==> config.mk <==
export PLATFORM = sky130hd
export DESIGN_NAME = ret_stack_ptr
export DESIGN_NICKNAME = d
export VERILOG_FILES = /design/src/rtl/ret_stack_pkg.sv /design/src/rtl/rsp_cfg_reg.sv /design/src/rtl/rsp_op_decode.sv /design/src/rtl/rsp_ptr_core.sv /design/src/rtl/rsp_addr_gen.sv /design/src/rtl/ret_stack_ptr.sv
export SDC_FILE = /design/constraint.sdc
export NUM_CORES = 1
export LEC_CHECK = 0
export ABC_AREA = 0
export BUFFER_PORTS_ARGS = -buffer_cell sky130_fd_sc_hd__buf_2
export CORE_UTILIZATION = 35
export DETAILED_ROUTE_END_ITERATION = 10
export HOLD_SLACK_MARGIN = 0.05
export PLACE_DENSITY = 0.66
export SLEW_MARGIN = 20
export SYNTH_ARGS = -nofsm -noshare
export SYNTH_HDL_FRONTEND = slang
export SYNTH_SLANG_ARGS = --single-unit
==> constraint.sdc <==
create_clock -name clk_i -period 2.63 [get_ports clk_i]
set_clock_uncertainty 0.05 [all_clocks]
set_input_delay 0.263 -clock clk_i [delete_from_list [all_inputs] [get_ports clk_i]]
set_output_delay 0.263 -clock clk_i [all_outputs]
set_load 0.005 [all_outputs]
==> src/rtl/ret_stack_pkg.sv <==
package ret_stack_pkg;

    typedef enum logic [2:0] {
        OP_IDLE,
        OP_INIT,
        OP_HOLD,
        OP_LOAD,
        OP_PUSH,
        OP_POP,
        OP_OVF,
        OP_UNF
    } sp_op_e;

endpackage

==> src/rtl/rsp_cfg_reg.sv <==
module rsp_cfg_reg (
    input  logic clk_i,
    input  logic rst_ni,
    input  logic wr_en_i,
    input  logic wr_sel_i,
    input  logic wr_bit_i,
    output logic auto_init_o
);
    logic auto_d, auto_q;

    always_comb begin
        auto_d = auto_q;
        if (wr_en_i && wr_sel_i) begin
            auto_d = wr_bit_i;
        end
    end

    always_ff @(posedge clk_i or negedge rst_ni) begin
        if (!rst_ni) begin
            auto_q <= 1'b1;
        end else begin
            auto_q <= auto_d;
        end
    end

    assign auto_init_o = auto_q;

    // a config write is reflected on the next cycle
    a_r6_cfg_write: assert property (@(posedge clk_i) disable iff (!rst_ni)
        (wr_en_i && wr_sel_i) |=> (auto_q == $past(wr_bit_i)));

endmodule

==> src/rtl/rsp_op_decode.sv <==
module rsp_op_decode
    import ret_stack_pkg::*;
(
    input  logic   start_i,
    input  logic   auto_init_i,
    input  logic   wr_en_i,
    input  logic   wr_sel_i,
    input  logic   call_i,
    input  logic   ret_i,
    input  logic   at_floor_i,
    input  logic   at_top_i,
    output sp_op_e op_o
);
    // Priority: start, pointer write, call, return
    always_comb begin
        op_o = OP_IDLE;
        if (start_i) begin
            op_o = auto_init_i ? OP_INIT : OP_HOLD;
        end else if (wr_en_i && !wr_sel_i) begin
            op_o = OP_LOAD;
        end else if (call_i) begin
            op_o = at_floor_i ? OP_OVF : OP_PUSH;
        end else if (ret_i) begin
            op_o = at_top_i ? OP_UNF : OP_POP;
        end
    end

endmodule

==> src/rtl/rsp_ptr_core.sv <==
module rsp_ptr_core
    import ret_stack_pkg::*;
#(
    parameter int LOW_W = 8
) (
    input  logic             clk_i,
    input  logic             rst_ni,
    input  sp_op_e           op_i,
    input  logic [LOW_W-1:0] load_i,
    output logic [LOW_W-1:0] low_o,
    output logic             ovf_o,
    output logic             unf_o
);
    localparam logic [LOW_W-1:0] LOW_TOP = {LOW_W{1'b1}};
    localparam logic [LOW_W-1:0] LOW_ONE = {{(LOW_W-1){1'b0}}, 1'b1};

    typedef struct packed {
        logic [LOW_W-1:0] low;
        logic             ovf;
        logic             unf;
    } core_st_t;

    core_st_t st_d, st_q;

    always_comb begin
        st_d     = st_q;
        st_d.ovf = 1'b0;
        st_d.unf = 1'b0;
        case (op_i)
            OP_INIT: st_d.low = LOW_TOP;
            OP_LOAD: st_d.low = load_i;
            OP_PUSH: st_d.low = st_q.low - LOW_ONE;
            OP_POP:  st_d.low = st_q.low + LOW_ONE;
            OP_OVF:  st_d.ovf = 1'b1;
            OP_UNF:  st_d.unf = 1'b1;
            default: st_d = st_q;
        endcase
        if (op_i != OP_OVF) st_d.ovf = 1'b0;
        if (op_i != OP_UNF) st_d.unf = 1'b0;
    end

    always_ff @(posedge clk_i or negedge rst_ni) begin
        if (!rst_ni) begin
            st_q.low <= LOW_TOP;
            st_q.ovf <= 1'b0;
            st_q.unf <= 1'b0;
        end else begin
            st_q <= st_d;
        end
    end

    assign low_o = st_q.low;
    assign ovf_o = st_q.ovf;
    assign unf_o = st_q.unf;

    // initialisation lands at the top of the page
    a_r4_init_top: assert property (@(posedge clk_i) disable iff (!rst_ni)
        (op_i == OP_INIT) |=> (st_q.low == LOW_TOP));
    // a start without auto-initialise keeps the pointer
    a_r5_hold: assert property (@(posedge clk_i) disable iff (!rst_ni)
        (op_i == OP_HOLD) |=> $stable(st_q.low));
    // a refused call freezes the pointer and flags it
    a_r7_no_overflow: assert property (@(posedge clk_i) disable iff (!rst_ni)
        (op_i == OP_OVF) |=> (st_q.ovf && $stable(st_q.low)));
    // a refused return freezes the pointer and flags it
    a_r8_no_underflow: assert property (@(posedge clk_i) disable iff (!rst_ni)
        (op_i == OP_UNF) |=> (st_q.unf && $stable(st_q.low)));
    // the flags never both pulse together
    a_r7_r8_exclusive: assert property (@(posedge clk_i) disable iff (!rst_ni)
        !(st_q.ovf && st_q.unf));
    // a pointer load takes the written byte
    a_r1_load: assert property (@(posedge clk_i) disable iff (!rst_ni)
        (op_i == OP_LOAD) |=> (st_q.low == $past(load_i)));

endmodule

==> src/rtl/rsp_addr_gen.sv <==
module rsp_addr_gen
    import ret_stack_pkg::*;
#(
    parameter int PTR_W = 16,
    parameter int LOW_W = 8
) (
    input  sp_op_e           op_i,
    input  logic [LOW_W-1:0] low_i,
    output logic [PTR_W-1:0] addr_o
);
    localparam int HIGH_W = PTR_W - LOW_W;
    localparam logic [HIGH_W-1:0] PAGE = {HIGH_W{1'b1}};
    localparam logic [LOW_W-1:0] LOW_ONE = {{(LOW_W-1){1'b0}}, 1'b1};

    logic [LOW_W-1:0] low_sel;

    // Push writes at the current slot; pop pre-increments and reads
    always_comb begin
        low_sel = low_i;
        if (op_i == OP_POP) begin
            low_sel = low_i + LOW_ONE;
        end
    end

    assign addr_o = {PAGE, low_sel};

endmodule

==> src/rtl/ret_stack_ptr.sv <==
module ret_stack_ptr
    import ret_stack_pkg::*;
#(
    parameter int PTR_W = 16,
    parameter int LOW_W = 8
) (
    input  logic             clk_i,
    input  logic             rst_ni,
    input  logic             start_i,
    input  logic             call_i,
    input  logic             ret_i,
    input  logic             wr_en_i,
    input  logic             wr_sel_i,
    input  logic [PTR_W-1:0] wr_data_i,
    output logic [PTR_W-1:0] ptr_o,
    output logic [PTR_W-1:0] stk_addr_o,
    output logic             overflow_o,
    output logic             underflow_o
);
    localparam int HIGH_W = PTR_W - LOW_W;
    localparam logic [HIGH_W-1:0] PAGE = {HIGH_W{1'b1}};

    sp_op_e           op;
    logic             auto_init;
    logic [LOW_W-1:0] low;
    logic             at_floor, at_top;

    assign at_floor = ~|low;
    assign at_top   = &low;

    rsp_cfg_reg u_cfg (
        .clk_i       (clk_i),
        .rst_ni      (rst_ni),
        .wr_en_i     (wr_en_i),
        .wr_sel_i    (wr_sel_i),
        .wr_bit_i    (wr_data_i[0]),
        .auto_init_o (auto_init)
    );

    rsp_op_decode u_dec (
        .start_i     (start_i),
        .auto_init_i (auto_init),
        .wr_en_i     (wr_en_i),
        .wr_sel_i    (wr_sel_i),
        .call_i      (call_i),
        .ret_i       (ret_i),
        .at_floor_i  (at_floor),
        .at_top_i    (at_top),
        .op_o        (op)
    );

    rsp_ptr_core #(.LOW_W(LOW_W)) u_core (
        .clk_i  (clk_i),
        .rst_ni (rst_ni),
        .op_i   (op),
        .load_i (wr_data_i[LOW_W-1:0]),
        .low_o  (low),
        .ovf_o  (overflow_o),
        .unf_o  (underflow_o)
    );

    rsp_addr_gen #(.PTR_W(PTR_W), .LOW_W(LOW_W)) u_addr (
        .op_i   (op),
        .low_i  (low),
        .addr_o (stk_addr_o)
    );

    assign ptr_o = {PAGE, low};

    // after a push, the pointer sits one below the pushed slot
    a_r2_push_slot: assert property (@(posedge clk_i) disable iff (!rst_ni)
        (op == OP_PUSH) |=> (ptr_o == $past(stk_addr_o) - 1'b1));
    // after a pop, the pointer equals the address that was read
    a_r3_pop_slot: assert property (@(posedge clk_i) disable iff (!rst_ni)
        (op == OP_POP) |=> (ptr_o == $past(stk_addr_o)));
    // a start blocks any concurrent call
    a_r9_start_first: assert property (@(posedge clk_i) disable iff (!rst_ni)
        (start_i && !auto_init && call_i) |=> $stable(ptr_o));

endmodule

# == Word level (Yosys, flattened, before mapping) ==
# Index checks and enable logic that the tools add are counted.
# W data, S select, Z words.
# word_totals
ff_bits,11
in_bits,23
output_inout_bits,34
elab_cells,37
# classes
addsub,2
n_eq_ne,8
mux,13
reduce_logical,10
# ops
cell,count
$pmux W8 S4,1
$eq A3 B3 Y1 const B,4
$mux W3,4
$reduce_or A5 Y1,2
$add A8 B1 Y8 const B,1
$mux W8,1
$reduce_and A8 Y1,1
$reduce_or A8 Y1,1
$sub A8 B1 Y8 const B,1
$mux W2,3
$ne A3 B3 Y1 const B,2
$reduce_bool A3 Y1,2
$pmux W1 S2,2
$reduce_bool A4 Y1,1
$eq A3 B1 Y1 const B,1
$eq A3 B2 Y1 const B,1
$logic_and A1 B1 Y1,2
$mux W1,2
$logic_not A1 Y1,1

# == Depth between registers and ports, before layout ==
# depth
depth_word,10
depth_mapped,9
ltp_nobuf,8

# == Hierarchy ==
# A second synthesis with hierarchy kept.
# hier_totals
cells_unflattened,145
area_unflattened_um2,1236.2
# modules_own_cells
mod,n_inst,cells_each,area_each_um2,seq_area_each_um2
rsp_ptr_core,1,88,794.5,260.2
rsp_addr_gen,1,29,227.7,0.0
ret_stack_ptr,1,15,98.8,0.0
rsp_op_decode,1,10,70.1,0.0
rsp_cfg_reg,1,3,45.0,26.3

# == Least setup slack after synthesis ==
# Ideal clock, no wire load.
# synth_path
path_kind,register to output
start,register u_core.low_o[4] (netlist name)
end,output port stk_addr_o[0]
arrival_time_ns,2.258
required_ns,2.317
setup_slack_ns,0.059
path_stages_with_launch,9
path_buffers,3
cell_sequence,dfstp_2 > buf_4 > or4_4 > or4_4 > and4_4 > buf_6 > buf_6 > ha_1 > inv_1
# synth_between
elab_chain_len,8
# synth_lines
element,line_no,source
$reduce_and A8 Y1,ret_stack_ptr.sv:29,assign at_top = &low;
$mux W2,rsp_op_decode.sv:24,op_o = at_top_i ? OP_UNF : OP_POP;
$mux W3,rsp_op_decode.sv:23,end else if (ret_i) begin
$mux W3 (*),rsp_op_decode.sv:21,end else if (call_i) begin
$mux W3 (*),rsp_op_decode.sv:19,end else if (wr_en_i && !wr_sel_i) begin
$mux W3 (*),rsp_op_decode.sv:17,if (start_i) begin
$eq A3 B3 Y1 (*),rsp_addr_gen.sv:20,if (op_i == OP_POP) begin
$mux W8 (*),rsp_addr_gen.sv:20,
to (decl),ret_stack_ptr.sv:16,"output logic [PTR_W-1:0] stk_addr_o,"
# Every way passes the cells marked *; elsewhere a longest branch is shown, timed or not.

# == Final worst setup path ==
# layout_path
start,register u_core.low_o[5] (netlist name)
end,output port stk_addr_o[0]
# layout_between
elab_chain_len,8
# layout_lines
element,line_no
$reduce_and A8 Y1,ret_stack_ptr.sv:29
$mux W2,rsp_op_decode.sv:24
$mux W3,rsp_op_decode.sv:23
$mux W3 (*),rsp_op_decode.sv:21
$mux W3 (*),rsp_op_decode.sv:19
$mux W3 (*),rsp_op_decode.sv:17
$eq A3 B3 Y1 (*),rsp_addr_gen.sv:20
$mux W8 (*),rsp_addr_gen.sv:20
# Marked as above.

==> metrics.md <==
| Metric | Value |
|---|---|
| Crit. End Element | `primary output` |
| Final Setup Violations | `0` |
| Via count of the routed design | `1116` |
| GR Overflow Total | `0` |
| Switching power | `0.318 mW` |
| Yosys synthesis warning count | `0` |
| Power density cells | `between 500 and 600 nW/um^2` |
| Cell area after synthesis | `between 1000 and 1500 sq um` |
| Fin crit period | `about 2600 ps` |
| Avg Inst Size Synth | `7.77 sq um` |
| Highest metal layer with signal wires | `met4` |
| Total of max-cap violations | `0` |
| Detail Placement HPWL | `2010 um` |
| Routability congestion estimate | `0.859` |
| DR WL/cell | `12.4 um` |
| Total routing resource utilization after global routing | `18.5%` |
| Clock root buffer | `clkbuf_4` |
| Number of buffers and inverters on the critical path | `2` |
| Highest achievable clock rate | `384 MHz` |
| Flop and latch count out of synthesis | `11` |
| Number of design rule violations left after detail routing | `0` |
| Largest stage delay on the critical path | `540 ps` |
| Yosys cell types | `35` |
| Most prevalent standard cell on the critical path | `or4_4` |
| Type of the most critical hold path | `in -> reg` |
| Total routed wire length on the met1 layer | `1390 um` |
| Share of synthesized flip-flops with an asynchronous set or reset | `between 90% and 100%` |
| Effective utilization at floorplan | `between 30 and 40%` |
| Chain of cells forming the critical path | `or4_4 -> or4_4 -> and4_4 -> ha_4 -> inv_2 -> buf_2` |
| Unrepaired setup endpoints after global routing | `yes` |
| Number of vias per cell after detailed routing | `4.81` |
| Static leakage | `around 0.64 nW` |
| Total Die Area | `3560 sq um` |
| Row count | `20` |
| Starting DRC count in detailed routing | `43` |
| Clk_lat worst skew | `280 ps` |
| Maximum clock path buffer count | `2` |
| Number of sinks handled by clock tree synthesis | `11` |
| Number of max-slew violations in the final report | `0` |
| Path type of the worst setup path | `reg -> out` |
| Final Cycle Share | `between 90% and 100%` |
| Filler cells | `356` |
| Switching Share | `40.0%` |
| Worst voltage drop across the vdd grid | `0.265 mV` |
| Met3 Wirelength | `around 190 um` |
| Clock slew at reported path FFs | `80 ps` |
| Number of CTS-inserted buffers | `3` |
| Proportion of netlist area held by the largest area contributor | `slightly above 20%` |
| Pin count of the biggest net entering global routing | `12` |
| Wire length reported by the detailed router | `roughly 2900 um` |
| Run status | `finished, final reports clean` |
| Master of the slowest instance on the critical path | `or4_4` |
| Non-filler cells, final | `232` |
| Dominant register cell in the synthesized netlist | `dfstp_2` |
| Cell internal power dissipation | `roughly 0.48 mW` |
| Antenna violations before repair | `0` |
| Fraction of power consumed by the clock network | `15.7%` |
| WP data arrival | `2290 ps` |
| Final-stage net count | `216` |
| Detailed-routed wire length on met2 | `1280 um` |
| Final hold slack | `190 ps` |
| Flip-flop and latch area | `287 sq um` |
| Die width | `slightly below 60 um` |
| Post-Syn Instances | `150` |
| Top post-synthesis cells by area | `dfstp_2, buf_4, xnor2_1` |
| Worst setup SP type | `flop` |
| Antenna violation net count after detailed routing | `0` |
| Most common cell after layout, fill and taps aside | `buf_2` |
| Combinational power share | `49.7%` |
| Post-Route Setup TNS | `0 ps` |
| Core outline area | `3100 sq um` |
| TritonCTS clock tree | `yes` |
| Layout overhead on the synthesized area | `18.9%` |
| Number of ports placed on the die boundary | `57` |
| Data required time at the worst endpoint | `about 2300 ps` |
| Endpoints failing hold | `0` |
| First-pass detailed-route iteration total | `4` |
| H-tree Lvls | `1` |
| Via count of the first global-routing pass | `1032` |
| Antenna diode count | `0` |
| Number of I/O port buffers | `32` |
| Largest fanout of any net on the critical path | `7` |
| Highest-count cells in the layout ignoring fill and taps | `buf_2, nand2_1, nor2_1, conb_1, xnor2_1` |
| Family with the most delay on the worst path | `simple AND/OR/NAND/NOR gates` |
| First-pass GRT wire length | `4800 um` |
| Total power of the final layout | `0.795 mW` |
| Y dimension of the die | `59.7 um` |
| Placed Cells | `223` |
| Post-synthesis sequential area ratio | `24.6%` |
| Multi-input gate area in the final layout | `761 sq um` |
| Largest area contributor in the synthesized netlist | `dfstp_2` |
| Sequential share of power | `34.6%` |
| Layout cells sized above 1 | `33.5%` |
| EDFF count, synth | `0` |
## layout make-up
class / instances / share of cell area (%)
inverter: 5 / 1.36
clock buffer: 4 / 1.90
timing repair buffer: 42 / 17.2
sequential: 11 / 20.7
tap: 44 / 3.97
multi-input combinational: 126 / 54.9
## metrics by stage
step,util [%],setup WS [ps],area [sq um]
4_1_cts,44.2,8.86,1370
2_1_floorplan,-,59.0,1220
5_1_grt,44.6,-44.7,1390
3_5_place_dp,42.0,225,1300
3_3_place_gp,42.0,228,1300
6_report,44.6,25.9,1390
## path summary, 6_finish.rpt
path / end / start / depth (start not counted) / slack, ps
max: stk_addr_o[0] / u_core.low_o[5]$_DFFE_PN1P_ / 6 / 30
min: u_cfg.auto_init_o$_DFFE_PN1P_ / wr_data_i[0] / 2 / 190
max reg2reg: u_core.low_o[7]$_DFFE_PN1P_ / u_core.low_o[5]$_DFFE_PN1P_ / 7 / 350
min reg2reg: u_core.low_o[7]$_DFFE_PN1P_ / u_core.low_o[7]$_DFFE_PN1P_ / 2 / 470
max in group asynchronous: u_core.low_o[0]$_DFFE_PN1P_ / rst_ni / 2 / 1930
min in group asynchronous: u_core.unf_o$_DFFE_PN0P_ / rst_ni / 2 / 330
## timing repair
action	in CTS	in global routing
hold buffers	1	0
buffers inserted	3	0
gates resized for setup	0	2
endpoints found under the hold margin	2	0
gates cloned	1	0
setup endpoints to repair	2	4
pin swaps	2	0
## flip-flops by register name (all words and copies together), names as in the netlist
| name | flops |
|---|---|
| u_cfg.auto_init_o | 1 |
| u_core.unf_o | 1 |
| u_core.ovf_o | 1 |
| u_core.low_o | 8 |
## power by group through the flow
stage | logic (mW) | registers, mW | clock network, mW
after floorplan | 0.282 | 0.263 | 0
after detailed placement | 0.384 | 0.277 | 0
final | 0.395 | 0.275 | 0.125
after global routing | 0.446 | 0.282 | 0.139
after global placement | 0.382 | 0.276 | 0
after CTS | 0.390 | 0.275 | 0.132
## cells in the mapped netlist, types with 3 or more instances
cell type / n
a21oi_1: 4
dfstp_2: 9
xnor2_1: 12
nand2b_1: 3
o21ai_0: 6
o21a_1: 5
nor3_1: 3
nand2_1: 20
buf_4: 17
and3_1: 9
inv_1: 5
ha_1: 4
clkbuf_1: 3
o22ai_1: 5
nor2_1: 16
buf_6: 3
## worst reg2reg max path: stages, from the launching register on
cell and delay (ps):
dfstp_2 370, or4_4 540, or4_4 450, buf_4 160, and3_1 200, o22ai_1 220
o21ai_1 80, a21oi_1 150
## metal layers
layer  GRT usage (%)  vias to the layer above
met5               0                        -
met4            5.65                        0
met3            5.41                        2
met2            28.4                       50
met1            24.9                      509
li1                -                      555
## cells by family after synthesis
kind of cell,share of synthesized area [%]
buffers and inverters,16.9
muxes,0.967
and+or+nand+nor,29.0
adders and majority gates,4.30
DFF,24.6
AOI/OAI and AO/OA,14.9
other,0.322
xor gates and xnor gates,9.02
No activity file was read; power rests on OpenSTA's default activity.
